File: src/rtl/csd_pkg.sv
package csd_pkg;

  // Load value so that preset .. 2^width (carry state) spans exactly 'period' states.
  function automatic int unsigned csd_preset(input int unsigned period,
                                             input int unsigned width);
    return (32'd1 << width) + 32'd1 - period;
  endfunction

  // Number of states in one cycle, restated from the preset.
  function automatic int unsigned csd_span(input int unsigned preset,
                                           input int unsigned width);
    return (32'd1 << width) - preset + 32'd1;
  endfunction

endpackage

File: src/rtl/csd_counter.sv
module csd_counter #(
  parameter int unsigned DATA_W = 12,
  parameter int unsigned PERIOD = 2229
) (
  input  logic              clk,
  input  logic              rst,
  output logic              carry_o,
  output logic [DATA_W-1:0] data_o
);
  localparam int unsigned       PRESET_I = csd_pkg::csd_preset(PERIOD, DATA_W);
  localparam logic [DATA_W-1:0] PRESET   = DATA_W'(PRESET_I);
  localparam logic [DATA_W:0]   ONE      = (DATA_W+1)'(1);

  logic [DATA_W:0] cnt_q;
  logic            reload_w;
  logic            rst_q;

  // Synchronous preset load on reset or while the carry bit is set.
  assign reload_w = rst | cnt_q[DATA_W];

  always_ff @(posedge clk) begin
    if (reload_w) cnt_q <= {1'b0, PRESET};
    else          cnt_q <= cnt_q + ONE;
  end

  assign carry_o = cnt_q[DATA_W];
  assign data_o  = cnt_q[DATA_W-1:0];

  always_ff @(posedge clk) rst_q <= rst;

  always_ff @(posedge clk) begin
    if (rst_q) begin
      AST_RESET_LOADS_PRESET: assert (!carry_o && data_o == PRESET);
    end
  end

  AST_RELOAD_AFTER_CARRY: assert property (@(posedge clk) disable iff (rst)
    carry_o |=> (!carry_o && data_o == PRESET));

  AST_CARRY_FROM_FULL: assert property (@(posedge clk) disable iff (rst)
    $rose(carry_o) |-> ($past(data_o) == {DATA_W{1'b1}}));

  initial begin
    AST_PARAM_RANGE: assert (PERIOD >= 2 && PERIOD <= (32'd1 << DATA_W)
      && csd_pkg::csd_span(PRESET_I, DATA_W) == PERIOD);
  end

endmodule

File: src/rtl/csd_taps.sv
module csd_taps #(
  parameter int unsigned DATA_W = 12
) (
  input  logic              carry_i,
  input  logic [DATA_W-1:0] data_i,
  output logic              tick_o,
  output logic              level_o
);
  // Strobe is the carry flop itself; level is the top data bit.
  assign tick_o  = carry_i;
  assign level_o = data_i[DATA_W-1];
endmodule

File: src/rtl/carry_strobe_divider.sv
module carry_strobe_divider #(
  parameter int unsigned DATA_W = 12,
  parameter int unsigned PERIOD = 2229
) (
  input  logic clk,
  input  logic rst,
  output logic tick_o,
  output logic level_o
);
  localparam logic [DATA_W:0] LAST_IDX = (DATA_W+1)'(PERIOD - 1);
  localparam logic [DATA_W:0] ONE      = (DATA_W+1)'(1);

  logic              carry_w;
  logic [DATA_W-1:0] data_w;

  csd_counter #(.DATA_W(DATA_W), .PERIOD(PERIOD)) u_counter (
    .clk     (clk),
    .rst     (rst),
    .carry_o (carry_w),
    .data_o  (data_w)
  );

  csd_taps #(.DATA_W(DATA_W)) u_taps (
    .carry_i (carry_w),
    .data_i  (data_w),
    .tick_o  (tick_o),
    .level_o (level_o)
  );

  // Edges since reset or last strobe, for the period assertions only.
  logic [DATA_W:0] gap_q;
  always_ff @(posedge clk) begin
    if (rst || tick_o) gap_q <= '0;
    else               gap_q <= gap_q + ONE;
  end

  AST_TICK_SINGLE: assert property (@(posedge clk) disable iff (rst)
    tick_o |=> !tick_o);

  AST_TICK_AT_PERIOD: assert property (@(posedge clk) disable iff (rst)
    tick_o |-> (gap_q == LAST_IDX));

  AST_NO_EARLY_LATE_TICK: assert property (@(posedge clk) disable iff (rst)
    (gap_q == LAST_IDX) |-> tick_o);

  AST_LEVEL_FALLS_AT_TICK: assert property (@(posedge clk) disable iff (rst)
    tick_o |-> (!level_o && $past(level_o)));

endmodule

File: config.mk
export PLATFORM = sky130hd
export DESIGN_NAME = carry_strobe_divider
export DESIGN_NICKNAME = d
export VERILOG_FILES = /design/src/rtl/csd_pkg.sv /design/src/rtl/csd_counter.sv /design/src/rtl/csd_taps.sv /design/src/rtl/carry_strobe_divider.sv
export SDC_FILE = /design/constraint.sdc
export NUM_CORES = 1
export LEC_CHECK = 0
export ABC_AREA = 1
export BUFFER_PORTS_ARGS = -buffer_cell sky130_fd_sc_hd__buf_4
export CAP_MARGIN = 15
export CORE_AREA = 2 2 39 41
export DETAILED_ROUTE_END_ITERATION = 12
export DIE_AREA = 0 0 41 43
export HOLD_SLACK_MARGIN = 0.1
export PLACE_DENSITY = 0.74
export SLEW_MARGIN = 20
export SYNTH_ARGS = -nofsm -noshare
export SYNTH_HDL_FRONTEND = slang
export SYNTH_HIERARCHICAL = 1
export SYNTH_SLANG_ARGS = --single-unit
File: constraint.sdc
create_clock -name clk -period 1.42 [get_ports clk]
set_clock_uncertainty 0.15 [all_clocks]
set_input_delay 0.142 -clock clk [delete_from_list [all_inputs] [get_ports clk]]
set_output_delay 0.142 -clock clk [all_outputs]
set_load 0.01 [all_outputs]
Yosys cells after proc, flatten, opt, wreduce, memory -nomap -nowiden
Cells that the tools add are included.
{"block": "word_totals", "regBits": 13, "latchBits": 0, "ramBits": 0, "rom_bits": 0, "inputBits": 2, "elab_cells": 3, "mem_count": 0}
{"block": "classes", "addsub": 1, "mul": 0, "div": 0, "magnitude_cmp": 0, "n_eq_ne": 0, "n_shift": 0, "muxes": 0, "n_bitwise": 1, "n_reduce_logical": 0}
{"op": "13-bit by 1-bit adder with 13-bit output, second input constant", "n": 1}
{"op": "1-bit OR", "n": 1}

Longest topological paths before layout
{"block": "logic_depth", "ltp_word": 1, "mapped_depth": 6, "ltp_nobuf": 6}

Cells and area by module
Netlist, hierarchy kept.
{"mod": "csd_counter", "instances": 1, "cells_each": 79, "area_per_inst_um2": 585.6}
{"mod": "csd_taps", "instances": 1, "cells_each": 2, "area_per_inst_um2": 15.0}

Worst setup path before layout
OpenSTA, ideal clock, no wires.
{"block": "synth_path", "kind": "register to register", "from": "reg u_counter.cnt_q[0]", "to": "reg u_counter.cnt_q[6]", "setup_time_ns": 0.124, "arrival_time_ns": 0.996, "slack_ns": 0.150, "path_stages_with_launch": 6, "cell_sequence": "dfxtp_1 ha_1 nand3_1 nor2_4 xnor2_1 nand2_1"}
{"block": "synth_via", "elab_chain_cells": 1}
{"item": "from (decl)", "line": "csd_counter.sv:14", "text": "logic [DATA_W:0] cnt_q;"}
{"item": "from (signal assigned)", "line": "csd_counter.sv:22", "text": "if (reload_w) cnt_q <= {1'b0, PRESET};"}
{"item": "from (signal assigned)", "line": "csd_counter.sv:23", "text": "else cnt_q <= cnt_q + ONE;"}
{"item": "13-bit by 1-bit adder with 13-bit output", "line": "csd_counter.sv:23"}
Every way passes these cells.
A chain may end at the register's enable or synchronous reset.

Worst setup path after layout
{"block": "layout_path", "from": "reg u_counter.cnt_q[1]", "to": "reg u_counter.cnt_q[10]"}
Same word-level chain as after synthesis.

==> run metrics <==
final instance area=about 700 um^2; Util after Layout=roughly 50%; cell count after synthesis=81; core area=between 1000 and 1500 um^2; commonest non-fill, non-tap cells in the layout=17 x nand2_1, 12 x dfxtp_1, 10 x inv_1; Fillers=between 100 and 150; Final ANT Viol Nets=0; Min-Delay Path Class=reg -> reg; total track usage=~15%; root buffer cell=clkbuf_4; post-synthesis sequential area ratio=between 40% and 50%; die height=between 40 and 50 um; WL/cell=9.48 um; synthesized area=between 600 and 700 um^2; largest registers=u_counter/cnt_q x13; Power Density=~950 nW/um^2; Layout Cells excl Fill=105; Post-Syn Nets=84; CTS tree=built; clk slew on worst S/H paths=around 80 ps; worst-path maximum fanout=5; vias per cell=between 5 and 6; worst vdd ir=0.650 mV; via count=around 530; GPL Wtd Cong=around 0.8; HPWL Detailed=roughly 740 um; Initial Util=between 40% and 50%; status=completed; count of final setup violators=0; Fmax=774 MHz; Inst Count DP=100; Max transition margin=between 80% and 90%; Clk pwr share=around 34%; Pint=between 0.0005 and 0.0006 W; Sw Pwr=between 0.0001 and 0.00015 W; total iterations of the first detailed-routing run=4; Synth cell types=18; Worst-Margin Slew=about 230 ps; DR DRC count=0; Sink Count=13; Port Buf Inserts=3; Startpoint Class=flip-flop; initial antenna violation count=0; First DRT Iteration DRCs=13; Biggest register=u_counter/cnt_q; Final min period=about 1300 ps; Logic pwr share=just over 7%; grt ovf=0; vias in the first global route=~450; Leakage=0.302 nW; total CTS buffers=3; max reg flops=13; max-cap violation count=0; WL final=995 um; r2r setup slk=~130 ps; setup bufs post-CTS=0; layout cells sized above 1=between 20% and 30%; Die W=approximately 41 um; Core Rows=14; RSZ-0062 raised after global routing=no; H-tree levels=1; Final Max Tran Viols=0; DIE AREA=1760 um^2; worst path required time=approximately 1400 ps; CTS Buffer Depth=2; Arr. time, crit path=1300 ps; global-route wire length before repair=~1800 um; nature of the critical path endpoint=flip-flop; Worst Setup Path Type=reg -> reg; clock latency on the worst-skew pair=270 ps; nets@finish=93; commonest non-fill, non-tap cell in the layout=nand2_1; Antenna diodes=0; Synth Area per Inst=approximately 7.4 um^2; synthesized flop and latch total=13; Ports=4; Ys Warns=6; switch share=~23%; Fin. Hold Viols=0; Layout area overhead=14.6%; final cycle utilization of the critical path=about 91%; Fin Hold WS=approximately 340 ps; Setup Total Neg Slack=0 ps; share of power burned in registers=58.9%; largest net degree at the start of global routing=8; post-placement cell area=approximately 640 um^2
-- cell type report --
class	count	area (um^2)	area share (%)
inverter	10	37.5	5.45
tap	16	20.0	2.91
sequential	13	262	38.0
timing repair buffer	6	47.5	6.91
clock buffer	4	26.3	3.82
multi-input combinational	56	295	42.9
-- per-layer routing --
metal / vias up / global-route usage, % / wire length [um]
met4: 0 / 4.00 / 0
met5: - / 0 / 0
met1: 240 / 18.3 / 453
li1: 272 / - / -
met2: 19 / 20.9 / 456
met3: 0 / 9.42 / 85
-- cell families after synthesis --
logic type                 after synthesis  synth area share, %
and+or+nand+nor                         47                 37.9
DFF                                     13                 43.3
buffers and inverters                   12                 8.75
AOI/OAI and AO/OA                        6                 5.00
xor gates and xnor gates                 2                 2.92
adders and majority gates                1                 2.08
-- stage by stage --
stage | setup WS [ps] | power (W)
2_1_floorplan | 150 | 0.000422
3_3_place_gp | 133 | 0.000435
3_5_place_dp | 84.3 | 0.000436
4_1_cts | 70.0 | 0.000658
5_1_grt | 24.9 | 0.000695
6_report | 128 | 0.000654
-- power groups by stage --
stage | Sequential, W | Combinational (W) | Clock (W)
2_1_floorplan | 0.000392 | 0.0000296 | 0
3_3_place_gp | 0.000392 | 0.0000433 | 0
3_5_place_dp | 0.000392 | 0.0000436 | 0
4_1_cts | 0.000384 | 0.0000459 | 0.000228
5_1_grt | 0.000387 | 0.0000562 | 0.000252
6_report | 0.000385 | 0.0000474 | 0.000221
-- timing repair --
item / 4_1_cts / 5_1_grt
endpoints found under the hold margin: 10 / 0
hold buffers: 1 / 0
setup endpoints to repair: 0 / 3
resized for setup: 0 / 3
-- cell usage after synthesis (all sizes together) --
library cell	n	area [um^2]
o21ai	3	15.0
nand3b	1	7.51
nand3	11	60.1
nor3b	1	7.51
nand4	1	6.26
ha	1	12.5
nor3	2	10.0
nand2	18	70.1
inv	10	37.5
xnor2	2	17.5
dfxtp	13	260
a21oi	3	15.0
nor2	13	66.3
buf	2	15.0
-- worst max-delay path, stage by stage (launching register included) --
cell,delay (ps)
dfxtp_2,350
ha_2,200
nand3_2,110
nor2_4,180
nand2_1,70
nand2_1,70
nand3_1,60
-- worst paths after layout --
kind / from / end / cells after the start
worst max register to register: u_counter/cnt_q[1] / u_counter/cnt_q[10] / 6
worst min register to register: u_counter/cnt_q[4] / u_counter/cnt_q[4] / 2
worst max-delay path: u_counter/cnt_q[1] / u_counter/cnt_q[10] / 6
worst min-delay path: u_counter/cnt_q[4] / u_counter/cnt_q[4] / 2
No activity file was read; power rests on OpenSTA's default activity.
